`src/rtl/psimd_pkg.sv`:
```
package psimd_pkg;

    localparam int DATA_W   = 64;
    localparam int SLICE_W  = 8;
    localparam int N_SLICE  = DATA_W / SLICE_W;

    // Lane size selection; the value is log2 of the slices per lane.
    typedef enum logic [1:0] {
        LANE_B8  = 2'b00,
        LANE_H16 = 2'b01,
        LANE_W32 = 2'b10,
        LANE_Q64 = 2'b11
    } lane_mode_e;

    typedef struct packed {
        logic [DATA_W-1:0]  sum;
        logic [N_SLICE-1:0] ovf;
    } psimd_res_t;

    // Bit i set when the top of slice i is also the top of a lane.
    function automatic logic [N_SLICE-1:0] lane_tops(lane_mode_e m);
        logic [N_SLICE-1:0] t;
        int unsigned        per_lane;
        per_lane = 1 << int'(m);
        for (int i = 0; i < N_SLICE; i++) begin
            t[i] = (((i + 1) % per_lane) == 0);
        end
        return t;
    endfunction

endpackage

```
`src/rtl/lane_cut_ctrl.sv`:
```
module lane_cut_ctrl
    import psimd_pkg::*;
#(
    parameter int NSL = N_SLICE
) (
    input  lane_mode_e       mode,
    output logic [NSL-2:0]   cut,
    output logic [NSL-1:0]   top
);
    logic [N_SLICE-1:0] tops_full;

    always_comb begin
        tops_full = lane_tops(mode);
        top       = tops_full[NSL-1:0];
        // A slice boundary is a lane boundary wherever the lower slice tops a lane.
        cut       = tops_full[NSL-2:0];
    end
endmodule

```
`src/rtl/slice_chain.sv`:
```
module slice_chain
    import psimd_pkg::*;
#(
    parameter int SW  = SLICE_W,
    parameter int NSL = N_SLICE
) (
    input  logic [SW*NSL-1:0] a,
    input  logic [SW*NSL-1:0] b,
    input  logic              sub,
    input  logic [NSL-2:0]    cut,
    output logic [SW*NSL-1:0] sum,
    output logic [NSL-1:0]    raw_ovf
);
    for (genvar i = 0; i < NSL; i++) begin : g_slice
        logic [SW-1:0] a_s;
        logic [SW-1:0] bx_s;
        logic [SW-1:0] s_s;
        logic          c_in;
        logic          c_out;

        assign a_s  = a[i*SW +: SW];
        assign bx_s = sub ? ~b[i*SW +: SW] : b[i*SW +: SW];

        if (i == 0) begin : g_first
            assign c_in = sub;
        end else begin : g_next
            // At a lane boundary the slice restarts with the lane carry-in.
            assign c_in = cut[i-1] ? sub : g_slice[i-1].c_out;
        end

        assign {c_out, s_s}      = {1'b0, a_s} + {1'b0, bx_s} + {{SW{1'b0}}, c_in};
        assign sum[i*SW +: SW]   = s_s;
        assign raw_ovf[i]        = (a_s[SW-1] == bx_s[SW-1]) && (s_s[SW-1] != a_s[SW-1]);
    end
endmodule

```
`src/rtl/ovf_gather.sv`:
```
module ovf_gather #(
    parameter int NSL = 8
) (
    input  logic [NSL-1:0] raw,
    input  logic [NSL-1:0] top,
    output logic [NSL-1:0] flags
);
    always_comb begin
        for (int i = 0; i < NSL; i++) begin
            flags[i] = raw[i] & top[i];
        end
    end
endmodule

```
`src/rtl/psimd_adder.sv`:
```
module psimd_adder
    import psimd_pkg::*;
#(
    parameter bit REG_OUT = 1'b1
) (
    input  logic               clk,
    input  logic               rst,
    input  logic [1:0]         mode_i,
    input  logic               sub_i,
    input  logic [DATA_W-1:0]  a_i,
    input  logic [DATA_W-1:0]  b_i,
    output logic [DATA_W-1:0]  sum_o,
    output logic [N_SLICE-1:0] ovf_o
);
    lane_mode_e         mode;
    logic [N_SLICE-2:0] cut;
    logic [N_SLICE-1:0] top;
    logic [N_SLICE-1:0] raw_ovf;
    psimd_res_t         res_c;

    assign mode = lane_mode_e'(mode_i);

    lane_cut_ctrl #(.NSL(N_SLICE)) cut_i (
        .mode (mode),
        .cut  (cut),
        .top  (top)
    );

    slice_chain #(.SW(SLICE_W), .NSL(N_SLICE)) chain_i (
        .a       (a_i),
        .b       (b_i),
        .sub     (sub_i),
        .cut     (cut),
        .sum     (res_c.sum),
        .raw_ovf (raw_ovf)
    );

    ovf_gather #(.NSL(N_SLICE)) gather_i (
        .raw   (raw_ovf),
        .top   (top),
        .flags (res_c.ovf)
    );

    if (REG_OUT) begin : g_reg
        psimd_res_t res_q;
        always_ff @(posedge clk) begin
            if (rst) res_q <= '0;
            else     res_q <= res_c;
        end
        assign sum_o = res_q.sum;
        assign ovf_o = res_q.ovf;


        reg_latency_chk: assert property (@(posedge clk) disable iff (rst)
            !rst |=> (sum_o == $past(res_c.sum)) && (ovf_o == $past(res_c.ovf)));
    end else begin : g_comb
        assign sum_o = res_c.sum;
        assign ovf_o = res_c.ovf;
    end


    byte_isolation_chk: assert property (@(posedge clk) disable iff (rst)
        (mode == LANE_B8) |->
        res_c.sum[15:8] == (sub_i ? (a_i[15:8] - b_i[15:8]) : (a_i[15:8] + b_i[15:8])));


    quad_sum_chk: assert property (@(posedge clk) disable iff (rst)
        (mode == LANE_Q64 && !sub_i) |-> res_c.sum == a_i + b_i);


    sub_zero_chk: assert property (@(posedge clk) disable iff (rst)
        (sub_i && b_i == '0) |-> (res_c.sum == a_i) && (res_c.ovf == '0));


    wide_ovf_pos_chk: assert property (@(posedge clk) disable iff (rst)
        (mode == LANE_W32 || mode == LANE_Q64) |->
        ({res_c.ovf[6:4], res_c.ovf[2:0]} == 6'b0) &&
        (mode != LANE_Q64 || res_c.ovf[3] == 1'b0));
endmodule

```
`config.mk`:
```
export PLATFORM = sky130hd
export DESIGN_NAME = psimd_adder
export DESIGN_NICKNAME = d
export VERILOG_FILES = /design/src/rtl/psimd_pkg.sv /design/src/rtl/lane_cut_ctrl.sv /design/src/rtl/slice_chain.sv /design/src/rtl/ovf_gather.sv /design/src/rtl/psimd_adder.sv
export SDC_FILE = /design/constraint.sdc
export NUM_CORES = 1
export LEC_CHECK = 0
export BUFFER_PORTS_ARGS = -buffer_cell sky130_fd_sc_hd__clkbuf_2
export CORE_ASPECT_RATIO = 0.9
export CORE_MARGIN = 1.5
export CORE_UTILIZATION = 30
export DETAILED_ROUTE_END_ITERATION = 8
export PLACE_DENSITY = 0.62
export SYNTH_ARGS = -nofsm -noshare
export SYNTH_HDL_FRONTEND = slang
export SYNTH_HIERARCHICAL = 1
export SYNTH_SLANG_ARGS = --single-unit
```
`constraint.sdc`:
```
create_clock -name clk -period 20.9 [get_ports clk]
set_clock_uncertainty 0.05 [all_clocks]
set_input_delay 1.045 -clock clk [delete_from_list [all_inputs] [get_ports clk]]
set_output_delay 1.045 -clock clk [all_outputs]
set_load 0.05 [all_outputs]
```
==> flow_summary.yaml <==
status:
  status: "finished clean"
placed_design:
  gp_congestion: 0.876
  io_buffers: 204
  dp_hpwl_um: 16000
drt:
  dr.first_iter.drc_count: 306
  wl_per_cell_um: 15.4
  totalWireLength_um: 19700
  via_count: 6181
  vias_per_cell: 4.82
  drc: 0
  antenna_left: 0
  dr.pass1.iters: 5
clock_network:
  clk_pin_slew_ps: 60
  cts_buffers: 9
  cts_resized: 0
  htree_levels: 3
  postCtsSetupRepairBufs: 0
  cts_buffer_depth: 2
  holdBufCountCts: 0
  cts_sinks: 72
  cts_tree: "built"
  root_buffer: "clkbuf_16"
finish:
  multiInputGateArea_um2: 4960
  fillers: 2291
  utilization_pct: 37.1
  drive_gt1_share_pct: 25.5
  seq_area_um2: 1440
  nets: 1197
  area_growth_pct: 21.6
worst_setup_path:
  path_class: "primary input to flop"
  cp-start-kind: "primary input"
  cp-end-kind: "flop"
  crit_start: "sub_i"
  cp_slowest_stage_delay_ps: 610
  arrival_ps: 14490
  cp.required_ps: 21040
  worstPathMaxFanout: 40
  crit_slowest_cell: "buf_4"
timing:
  period_minus_slack_ps: 14350
  timing_max_transition_violations_final: 0
  worst_slew_pin_slew_ps: 949
  finalSetupTns_ps: 0
  finalHoldViolations: 0
  setup_violations: 0
  rsz0062_at_grt: "no"
  fmax_ghz: 0.0697
  slew_headroom_pct: 36.3
  post-route-period-util_pct: 68.6
yosys:
  syn_area_um2: 6830
  synth_compound_area_share_pct: 21.9
  synth_top_cell_area_share_pct: 21.1
  synth_mux_area_share_pct: 1.94
  synth_top_family_by_area: "compound AO/OA/AOI/OAI gates"
  ys.flop_type: "dfxtp_1"
  async_flop_share_pct: 0
  syn-instance-count: 797
  syn_area_per_cell_um2: 8.57
  yosys.area.top_type: "dfxtp_1"
  yosys.area_share.simple_pct: 18.6
  ys_seq_area_share_pct: 21.1
  synth_area_leaders: "dfxtp_1, ha_1, nor2b_1, xor2_1, xnor2_1"
  synth_edf_count: 0
  yosysWarnings: 6
  synth.distinct_cells: 77
  synth_xor_area_share_pct: 13.1
  ys_seq_elements: 72
  synth_fa_ha_area_share_pct: 17.2
  synth_nets: 1014
die:
  die_w_um: 162
  start_util_pct: 30.5
  die_area_um2: 23700
  io_pins: 205
  core_um2: 22400
  dieHeight_um: 146
  row_count: 52
power:
  power.density_nw_per_um2: 78.9
  p_leak_nw: 3.82
  peakVddDrop_uv: 36.6
grt:
  antenna_found_initial: 2
  grt_usage_pct: 16.6
  grt_overflow_total: 0
  grt_pass1_wl_um: 31200
  grt_max_degree: 73
  grt_pass1_vias: 6031
worst_hold_path:
  hp-start: "a_i[0]"
  hold_path.class: "primary input to flop"
flow_run:
  max-cap-violations: 0
==> sequential cells by signal (all words and copies together), names as in the netlist <==
signal and cells:
sum_o 64, ovf_o 8
==> power by group <==
group | leakage (nW) | internal, W | total [W] | switching, W
clock network | 0.138 | 0.0000923 | 0.000154 | 0.0000622
logic | 3.08 | 0.000121 | 0.000333 | 0.000212
registers | 0.599 | 0.000161 | 0.000168 | 0.00000702
==> routing by layer <==
metal	up-vias	wire length, um	GRT usage [%]	part of all wire, %
met1	2809	9140	21.7	46
met5	-	13	0	0.066
met4	2	315	4.54	1.6
li1	3134	-	-	-
met2	215	8960	27.6	45
met3	21	1300	3.38	6.6
==> cell type report <==
class | instances | area share, %
diodes | 1 | 0.0301
flip-flops and latches | 72 | 17.4
clock buffers | 9 | 2.71
repair buffers | 207 | 12.6
well taps | 297 | 4.48
clock inverters | 7 | 0.859
inverters | 49 | 2.22
multi-input cells | 641 | 59.7
==> cell usage after synthesis (all sizes together) (4+ instances only) <==
| cell type | n |
|---|---|
| nor3 | 6 |
| ha | 69 |
| a2111oi | 4 |
| and2 | 12 |
| nor2 | 61 |
| mux2 | 7 |
| o31a | 15 |
| nand2 | 22 |
| o211ai | 7 |
| a21o | 6 |
| o2111ai | 4 |
| a21boi | 5 |
| a211oi | 12 |
| inv | 47 |
| o31ai | 4 |
| buf | 29 |
| xnor2 | 35 |
| o21a | 22 |
| a21oi | 48 |
| o21ai | 45 |
| a311oi | 5 |
| nand3 | 10 |
| dfxtp | 72 |
| clkbuf | 6 |
| nor2b | 99 |
| xor2 | 67 |
| a22o | 6 |
| mux2i | 5 |
| o22ai | 4 |
| a31oi | 4 |
| fa | 15 |
==> stage by stage <==
step / instances / total power (W) / cell area (um2) / setup WS [ps] / hold WS (ps)
3_3_place_gp: 1266 / 0.000501 / 8000 / 6550 / 1330
3_5_place_dp: 1266 / 0.000502 / 8000 / 6260 / 1340
2_1_floorplan: 797 / 0.000428 / 6830 / 8010 / 1200
5_1_grt: 1282 / 0.000696 / 8300 / 5420 / 997
6_report: 1283 / 0.000655 / 8300 / 6550 / 989
4_1_cts: 1282 / 0.000659 / 8300 / 6570 / 984
==> path summary, 6_finish.rpt <==
check / endpoint / slack [ps] / cells past startpoint
max: ovf_o[7]$_SDFF_PP0_ / 6550 / 59
min: sum_o[0]$_SDFF_PP0_ / 990 / 3
==> critical path, delay by kind of cell <==
family,cells,cell delay [ps]
muxes,2,410
AOI/OAI and AO/OA,30,4470
adders and majority gates,14,5750
and+or+nand+nor,11,1790
buffers and inverters,2,970
==> placed cells by master (no fill, tap or decap), drive strengths merged, types with 15 or more instances in the layout <==
master	instances
a21oi	48
clkbuf	212
dfxtp	72
fa	15
ha	69
inv	48
nand2	22
nor2	61
nor2b	99
o21a	22
o21ai	45
o31a	15
xnor2	35
xor2	67
==> cell families after synthesis <==
| family | Yosys count |
|---|---|
| mux | 12 |
| buf+inv | 84 |
| compound gates | 209 |
| flops | 72 |
| xor+xnor | 102 |
| fa+ha+maj | 85 |
| simple gates | 233 |
(Power assumes the default switching activity.)
